--- src/rtl/spi_sclk_pkg.sv ---
package spi_sclk_pkg;
  // Per-cycle events sent from the divider control to the clock register
  typedef struct packed {
    logic toggle;  // a half period ends in this cycle
    logic lead;    // clock is leaving the idle level
    logic trail;   // clock is returning to the idle level
  } sclk_evt_t;
endpackage

--- src/rtl/sclk_div_ctrl.sv ---
module sclk_div_ctrl
  import spi_sclk_pkg::*;
#(
  parameter int DIV_W   = 2,
  parameter int BRG_W   = 6,
  parameter int BRG_MIN = 4
) (
  input  logic             clk,
  input  logic             rst_n,
  input  logic             enable,
  input  logic [DIV_W-1:0] divSel,
  input  logic [BRG_W-1:0] baudDiv,
  output sclk_evt_t        evt
);
  // Widest prescale ratio is 2 << (2**DIV_W - 1) = 2**(2**DIV_W)
  localparam int PRE_W = 1 << DIV_W;

  logic [DIV_W-1:0] divAct;
  logic [BRG_W-1:0] brgAct;
  logic [PRE_W-1:0] preCnt;
  logic [BRG_W-1:0] baudCnt;
  logic             phase;    // 0: idle-level half, 1: active-level half

  logic [PRE_W:0]   preSpan;
  logic [PRE_W-1:0] preLimit;
  logic [BRG_W-1:0] brgClamp;
  logic             preTick;
  logic             halfDone;
  logic             cfgLoad;

  assign preSpan  = (PRE_W+1)'(2) << divAct;
  assign preLimit = PRE_W'(preSpan - 1'b1);
  assign brgClamp = (baudDiv < BRG_W'(BRG_MIN)) ? BRG_W'(BRG_MIN) : baudDiv;
  assign preTick  = (preCnt == preLimit);
  assign halfDone = preTick && (baudCnt == brgAct);
  // Settings are adopted only while idle or when a full period closes
  assign cfgLoad  = !enable || (halfDone && phase);

  always_ff @(posedge clk or negedge rst_n) begin
    if (!rst_n) begin
      divAct  <= '0;
      brgAct  <= BRG_W'(BRG_MIN);
      preCnt  <= '0;
      baudCnt <= '0;
      phase   <= 1'b0;
    end else begin
      if (cfgLoad) begin
        divAct <= divSel;
        brgAct <= brgClamp;
      end
      if (!enable) begin
        preCnt  <= '0;
        baudCnt <= '0;
        phase   <= 1'b0;
      end else begin
        preCnt <= preTick ? '0 : preCnt + 1'b1;
        if (halfDone) begin
          baudCnt <= '0;
          phase   <= ~phase;
        end else if (preTick) begin
          baudCnt <= baudCnt + 1'b1;
        end
      end
    end
  end

  always_comb begin
    evt.toggle = halfDone;
    evt.lead   = halfDone && !phase;
    evt.trail  = halfDone && phase;
  end
endmodule

--- src/rtl/sclk_out_reg.sv ---
module sclk_out_reg
  import spi_sclk_pkg::*;
(
  input  logic      clk,
  input  logic      rst_n,
  input  logic      enable,
  input  logic      cpol,
  input  sclk_evt_t evt,
  output logic      sclk,
  output logic      leadStrobe,
  output logic      trailStrobe
);
  always_ff @(posedge clk or negedge rst_n) begin
    if (!rst_n) begin
      sclk        <= 1'b0;
      leadStrobe  <= 1'b0;
      trailStrobe <= 1'b0;
    end else if (!enable) begin
      sclk        <= cpol;
      leadStrobe  <= 1'b0;
      trailStrobe <= 1'b0;
    end else begin
      if (evt.toggle) sclk <= ~sclk;
      leadStrobe  <= evt.lead;
      trailStrobe <= evt.trail;
    end
  end
endmodule

--- src/rtl/spi_sclk_gen.sv ---
module spi_sclk_gen
  import spi_sclk_pkg::*;
#(
  parameter int DIV_W   = 2,
  parameter int BRG_W   = 6,
  parameter int BRG_MIN = 4
) (
  input  logic             clk,
  input  logic             rst_n,
  input  logic             enable,
  input  logic [DIV_W-1:0] divSel,
  input  logic [BRG_W-1:0] baudDiv,
  input  logic             cpol,
  output logic             sclk,
  output logic             leadStrobe,
  output logic             trailStrobe
);
  sclk_evt_t evt;

  sclk_div_ctrl #(
    .DIV_W  (DIV_W),
    .BRG_W  (BRG_W),
    .BRG_MIN(BRG_MIN)
  ) u_ctrl (
    .clk    (clk),
    .rst_n  (rst_n),
    .enable (enable),
    .divSel (divSel),
    .baudDiv(baudDiv),
    .evt    (evt)
  );

  sclk_out_reg u_out (
    .clk        (clk),
    .rst_n      (rst_n),
    .enable     (enable),
    .cpol       (cpol),
    .evt        (evt),
    .sclk       (sclk),
    .leadStrobe (leadStrobe),
    .trailStrobe(trailStrobe)
  );
endmodule

--- config.mk ---
export PLATFORM = sky130hd
export DESIGN_NAME = spi_sclk_gen
export DESIGN_NICKNAME = d
export VERILOG_FILES = /design/src/rtl/spi_sclk_pkg.sv /design/src/rtl/sclk_div_ctrl.sv /design/src/rtl/sclk_out_reg.sv /design/src/rtl/spi_sclk_gen.sv
export SDC_FILE = /design/constraint.sdc
export NUM_CORES = 1
export LEC_CHECK = 0
export CORE_MARGIN = 2
export CORE_UTILIZATION = 60
export CTS_BUF_LIST = sky130_fd_sc_hd__clkbuf_8
export CTS_CLUSTER_DIAMETER = 200
export DETAILED_ROUTE_END_ITERATION = 7
export DONT_BUFFER_PORTS = 1
export GPL_TIMING_DRIVEN = 0
export PLACE_DENSITY = 0.87
export SYNTH_ARGS = -nofsm -noshare
export SYNTH_HDL_FRONTEND = slang
export SYNTH_SLANG_ARGS = --single-unit
--- constraint.sdc ---
create_clock -name clk -period 2.6 [get_ports clk]
set_input_delay 0.65 -clock clk [delete_from_list [all_inputs] [get_ports clk]]
set_output_delay 0.65 -clock clk [all_outputs]
set_load 0.01 [all_outputs]
==> impl_metrics.json, run 1 <==
{
  "status": "finished, final reports clean",
  "cts.reportedPaths.clkPinSlew_ns": 0.08,
  "end_kind": "register",
  "ys_ff_latch": 22,
  "wl_mm": 2.19,
  "finalHoldViolations": 0,
  "fin_area_um2": 1200,
  "tightestPinTransition_ns": 0.599,
  "timing.fmax_mhz": 485,
  "vias": 819,
  "drive_gt1_frac": 0.159,
  "grt_pass1_wl_mm": 3.63,
  "antenna_found_initial": 0,
  "die_w_um": 47.2,
  "via_per_inst": 6.20,
  "finalClockSkew_ns": 0.00353,
  "clock_latency_ns": 0.27,
  "numCtsBuffers": 3,
  "row_count": 15,
  "dp_hpwl_mm": 1.56,
  "synth_async_sr_flop_share": 1.00,
  "cts_max_level": 1,
  "syn_avg_cell_area_um2": 10.8,
  "start_kind": "register",
  "initial_core_util": 0.640,
  "syn_area_um2": 1120,
  "cts.sinks": 22,
  "cts_hold_buffers": 0,
  "drt_iter0_markers": 19,
  "grt_max_degree": 23,
  "setup_ws_ns": 0.537,
  "area_growth_pct": 7.73,
  "ctsResizeCount": 0,
  "grt_usage": 0.252,
  "place_area_um2": 1150,
  "leakagePower_nw": 0.518,
  "grt_pass1_vias": 824,
  "synth_most_common_cell": "dfrtp_1",
  "fin_nets": 122,
  "vdd_drop_max_mv": 0.483,
  "grt-ovfl-total": 0,
  "cts_buffer_depth": 2,
  "synth_flop_cell": "dfrtp_1",
  "fp.dieArea_um2": 2220,
  "syn_inst": 103,
  "synth_top_cell_area_share": 0.470,
  "num_antenna_cells": 0,
  "r2r_end": "u_ctrl.divAct[1]$_DFFE_PN0P_",
  "post_drt_wl_per_cell_um": 16.6,
  "cts_root_buffer": "clkbuf_8",
  "dp_slack_ns": 0.637,
  "tns_ns": 0,
  "synth.area.top_cells": "dfrtp_1 (47%), mux2_2 (6.0%), xor2_1 (3.9%), nand2_1 (3.4%), xnor2_1 (3.1%)",
  "relSlewSlack": 0.597,
  "power.density_nw_per_um2": 611,
  "finalSetupViolCount": 0,
  "synth_nets": 117,
  "finalMaxSlewViolations": 0,
  "drcViolationCount": 0,
  "antenna_left": 0,
  "seq_area_frac_synth": 0.494,
  "yosys.area.top_type": "dfrtp_1",
  "cts_tree": "yes",
  "hold_path.class": "in2async",
  "io_buffers": 0,
  "rsz0062_at_grt": "false",
  "ys_types": 34,
  "rrSetupSlack_ns": 0.54,
  "period_share": 0.793,
  "drv_cap": 0,
  "critPathMaxFanout": 8,
  "place.gp.congestion": 0.791,
  "cp.required_ns": 2.76,
  "post-route-util": 0.690,
  "core_area_um2": 1750,
  "fin_crit_ns": 2.06,
  "cts_setup_buffers": 0,
  "r2r_start": "u_ctrl.preCnt[1]$_DFF_PN0_",
  "crit_type": "reg2reg",
  "synth-edff-count": 0,
  "fill_cells": 136,
  "die_h_um": 47.2,
  "synthTopCellsByCount": "dfrtp_1 (21), nand2_1 (10), mux2_2 (6)",
  "yosys_warnings": 0,
  "first_pass_iters": 4,
  "cp.arrival_ns": 2.22,
  "r2r_cells": 5,
  "boundaryPins": 15
}
## power by group
| group | internal (mW) | switching [mW] |
|---|---|---|
| registers | 0.369 | 0.0298 |
| clock network | 0.135 | 0.114 |
| logic | 0.0448 | 0.0428 |
| total | 0.549 | 0.186 |
## sequential cells by signal (all words and copies together) (netlist names)
| register | cells |
|---|---|
| u_out.trailStrobe | 1 |
| u_ctrl.baudCnt | 6 |
| u_ctrl.brgAct | 6 |
| u_out.sclk | 1 |
| u_ctrl.phase | 1 |
| u_ctrl.divAct | 2 |
| u_out.leadStrobe | 1 |
| u_ctrl.preCnt | 4 |
## critical path, cell delays in order (launching register included)
cell,delay (ns)
dfrtp_1,0.44
and2_1,0.19
o211ai_1,0.23
o21ai_0,0.29
a31oi_4,0.41
mux2_2,0.38
## layout by cell type (no fill, tap or decap), types with 3 or more instances in the layout
| cell | netlist | final |
|---|---|---|
| mux2_2 | 6 | 6 |
| nor2_1 | 5 | 5 |
| a2bb2oi_1 | 3 | 3 |
| clkbuf_8 | 0 | 4 |
| o21ai_0 | 3 | 3 |
| and3_1 | 3 | 3 |
| xor2_1 | 5 | 5 |
| or4_1 | 4 | 4 |
| dfrtp_1 | 21 | 21 |
| a21oi_1 | 5 | 5 |
| nand3_1 | 5 | 5 |
| nand2_1 | 10 | 10 |
| xnor2_1 | 4 | 4 |
## area by class of cell
type | count | area [µm²] | area share
Inverter | 3 | 11.3 | 0.00936
Multi-Input combinational cell | 76 | 539 | 0.448
Tap cell | 25 | 31.3 | 0.0260
Sequential cell | 22 | 552 | 0.458
Clock buffer | 4 | 55.1 | 0.0457
Buffer | 2 | 15.0 | 0.0125
## per-layer routing
metal	GRT usage	vias up	share of wire
li1	-	379	-
met1	0.276	402	0.39
met2	0.436	31	0.52
met3	0.0654	7	0.056
met4	0.150	0	0.034
met5	0	-	0
## how the worst max path moves through the flow
stage,start,end,slack [ns],depth (start not counted)
2_1_floorplan,u_ctrl.preCnt[1]$_DFF_PN0_,u_ctrl.brgAct[3]$_DFFE_PN0P_,0.86,5
3_3_place_gp,u_ctrl.preCnt[1]$_DFF_PN0_,u_ctrl.divAct[0]$_DFFE_PN0P_,0.70,5
3_5_place_dp,u_ctrl.preCnt[1]$_DFF_PN0_,u_ctrl.divAct[1]$_DFFE_PN0P_,0.64,5
4_1_cts,u_ctrl.preCnt[1]$_DFF_PN0_,u_ctrl.divAct[1]$_DFFE_PN0P_,0.53,5
5_1_grt,u_ctrl.preCnt[1]$_DFF_PN0_,u_ctrl.divAct[1]$_DFFE_PN0P_,0.43,5
6_report,u_ctrl.preCnt[1]$_DFF_PN0_,u_ctrl.divAct[1]$_DFFE_PN0P_,0.54,5
## stage by stage
step	power, mW	hold slack (ns)	instances
after floorplan	0.471	0.354	103
after global placement	0.484	0.355	128
after detailed placement	0.492	0.355	128
after CTS	0.738	0.0642	132
after global routing	0.763	0.0576	132
final	0.736	0.0658	132
## logic make-up after synthesis
kind of cell | count (synthesis) | synth area share
adders and majority gates | 2 | 0.0224
xor gates and xnor gates | 9 | 0.0705
AOI/OAI and AO/OA | 17 | 0.110
muxes | 8 | 0.0784
buffers and inverters | 5 | 0.0235
and+or+nand+nor | 40 | 0.202
DFF | 22 | 0.494
Note: power is estimated with default switching activity, not from simulation.
==> inputs of run 2 (changes only) <==
- clock period: 2.6 -> 1.94 ns (I/O delays scaled with it)
==> run 2 against run 1 <==
Register-to-register slack worse by 0.48 ns. Total power up 39%. Critical path depth grew 2. Clock-buffer cell count unchanged. Final cell count up 6.8%. Routed wire length rose by 9.2%. Global-route usage is 0.56 points higher. First-iteration DRC count grew 68%. Via count is 7.1% higher. Flip-flop and latch count unchanged. Sequential share of layout area fell by 3.1 points. Critical endpoint unchanged. Largest power group unchanged.
==> impl_metrics.json, run 2 (synthesis results as in run 1) <==
{
  "status": "finished, final reports clean",
  "tightestPinTransition_ns": 0.954,
  "reg.largest.list": "u_ctrl.baudCnt x6, u_ctrl.brgAct x6, u_ctrl.preCnt x4",
  "grt_max_degree": 22,
  "stdcell_count": 141,
  "finalClockSkew_ns": 0.00366,
  "io_buffers": 0,
  "critPathMaxFanout": 8,
  "end_kind": "register",
  "place.gp.congestion": 0.791,
  "drt_iter0_markers": 32,
  "grt_pass1_vias": 806,
  "hold_path.class": "in2async",
  "antenna_found_initial": 0,
  "place_inst": 128,
  "cts.sinks": 22,
  "antenna_left": 0,
  "grt_usage": 0.257,
  "whs_ns": 0.0508,
  "via_per_inst": 6.22,
  "timing.fmax_mhz": 531,
  "wl_mm": 2.39,
  "boundaryPins": 15,
  "row_count": 15,
  "period_share": 0.970,
  "fp.dieArea_um2": 2220,
  "grt-busiest-layer": "met2",
  "cts_tree": "yes",
  "area_growth_pct": 15.8,
  "fin_nets": 131,
  "die_w_um": 47.2,
  "tns_ns": 0,
  "cts_max_level": 1,
  "cts_buffer_depth": 2,
  "crit_type": "reg2reg",
  "num_antenna_cells": 0,
  "grt-ovfl-total": 0,
  "grt_util_met3": 0.0615,
  "crit_slowest_cell": "dfrtp_2",
  "post-route-util": 0.741,
  "post_drt_wl_per_cell_um": 17.0,
  "fin_crit_ns": 1.88,
  "final_common_cell": "dfrtp_1",
  "finalHoldViolations": 0,
  "drv_cap": 0,
  "drive_gt1_frac": 0.250,
  "die_h_um": 47.2,
  "finalPower_mw": 1.02,
  "power.density_nw_per_um2": 790,
  "max_stage_delay_ns": 0.43,
  "initial_core_util": 0.640,
  "numCtsBuffers": 3,
  "dp_hpwl_mm": 1.56,
  "final_cell_mix": "dfrtp_1 (20), nand2_1 (10), buf_4 (7), mux2_2 (6)",
  "multi_input_area_um2": 544,
  "leakagePower_nw": 0.572,
  "vias": 877,
  "cp.arrival_ns": 2.04,
  "seq_area_um2": 553,
  "first_pass_iters": 4,
  "met2_usage": 0.438,
  "drcViolationCount": 0,
  "grt_pass1_wl_mm": 3.72,
  "fill_cells": 118,
  "cts_root_buffer": "clkbuf_8",
  "finalSetupViolCount": 0,
  "cp.required_ns": 2.10,
  "start_kind": "register",
  "cts.reportedPaths.clkPinSlew_ns": 0.08,
  "met1_usage": 0.300,
  "clock_latency_ns": 0.27,
  "finalMaxSlewViolations": 0,
  "relSlewSlack": 0.362,
  "core_area_um2": 1750,
  "path_cells": "xor2_1 -> nor4_2 -> and3_1 -> buf_6 -> a31oi_4 -> buf_12 -> mux2_2",
  "vdd_drop_max_mv": 0.676
}
==> run 2: changes by cell type in the layout (fill, tap and decap cells not counted), sizes merged <==
cell and delta:
buf +8, dlygate4sd3 +1
==> run 2: path summary, 6_finish.rpt <==
check / startpoint / cells after the start / slack, ns / endpoint
worst max-delay path: u_ctrl.baudCnt[3]$_DFFE_PN0P_ / 7 / 0.06 / u_ctrl.divAct[1]$_DFFE_PN0P_
worst min-delay path: rst_n / 0 / 0.05 / u_ctrl.brgAct[2]$_DFFE_PN1P_
worst max register to register: u_ctrl.baudCnt[3]$_DFFE_PN0P_ / 7 / 0.06 / u_ctrl.divAct[1]$_DFFE_PN0P_
worst min register to register: u_ctrl.brgAct[4]$_DFFE_PN0P_ / 1 / 0.53 / u_ctrl.brgAct[4]$_DFFE_PN0P_
max in group asynchronous: rst_n / 1 / 0.49 / u_ctrl.baudCnt[3]$_DFFE_PN0P_
min in group clk: enable / 1 / 0.31 / u_out.sclk$_DFFE_PN0P_
==> run 2: area by class of cell <==
type | count | share of cell area
Buffer | 2 | 0.0126
Clock buffer | 4 | 0.0426
Inverter | 3 | 0.00870
Multi-Input combinational cell | 76 | 0.421
Sequential cell | 22 | 0.427
Tap cell | 25 | 0.0242
Timing Repair Buffer | 9 | 0.0638
==> run 2: repair_timing <==
action | CTS | global route
endpoints found under the hold margin | 21 | 0
gates resized for setup | 2 | 3
buffers inserted | 1 | 7
hold buffers | 1 | 0
setup endpoints to repair | 9 | 7
pin swaps | 1 | 3
==> run 2: through the flow <==
stage                     instance area [µm²]  setup WS [ns]
after floorplan                          1120          0.197
after global placement                   1150         0.0378
after detailed placement                 1150        -0.0226
after global routing                     1290       -0.00134
final                                    1290         0.0579
after CTS                                1230         0.0138
==> run 2: per-layer routing <==
metal  up-vias  wire length [µm]
li1        398                 -
met1       431               920
met2        37              1240
met3        11               131
met4         0               106
met5         -                 0
==> run 2: worst max-delay path: cells and delay by family, from the launching register on <==
kind,cells,cell delay (ns)
simple gates,2,0.53
flops,1,0.43
buf+inv,2,0.28
mux,1,0.27
xor+xnor,1,0.17
compound gates,1,0.09
==> run 2: where the power goes <==
group | total [mW] | switching, mW | internal, mW
Combinational | 0.156 | 0.0760 | 0.0803
Sequential | 0.532 | 0.0367 | 0.495
Clock | 0.334 | 0.152 | 0.181
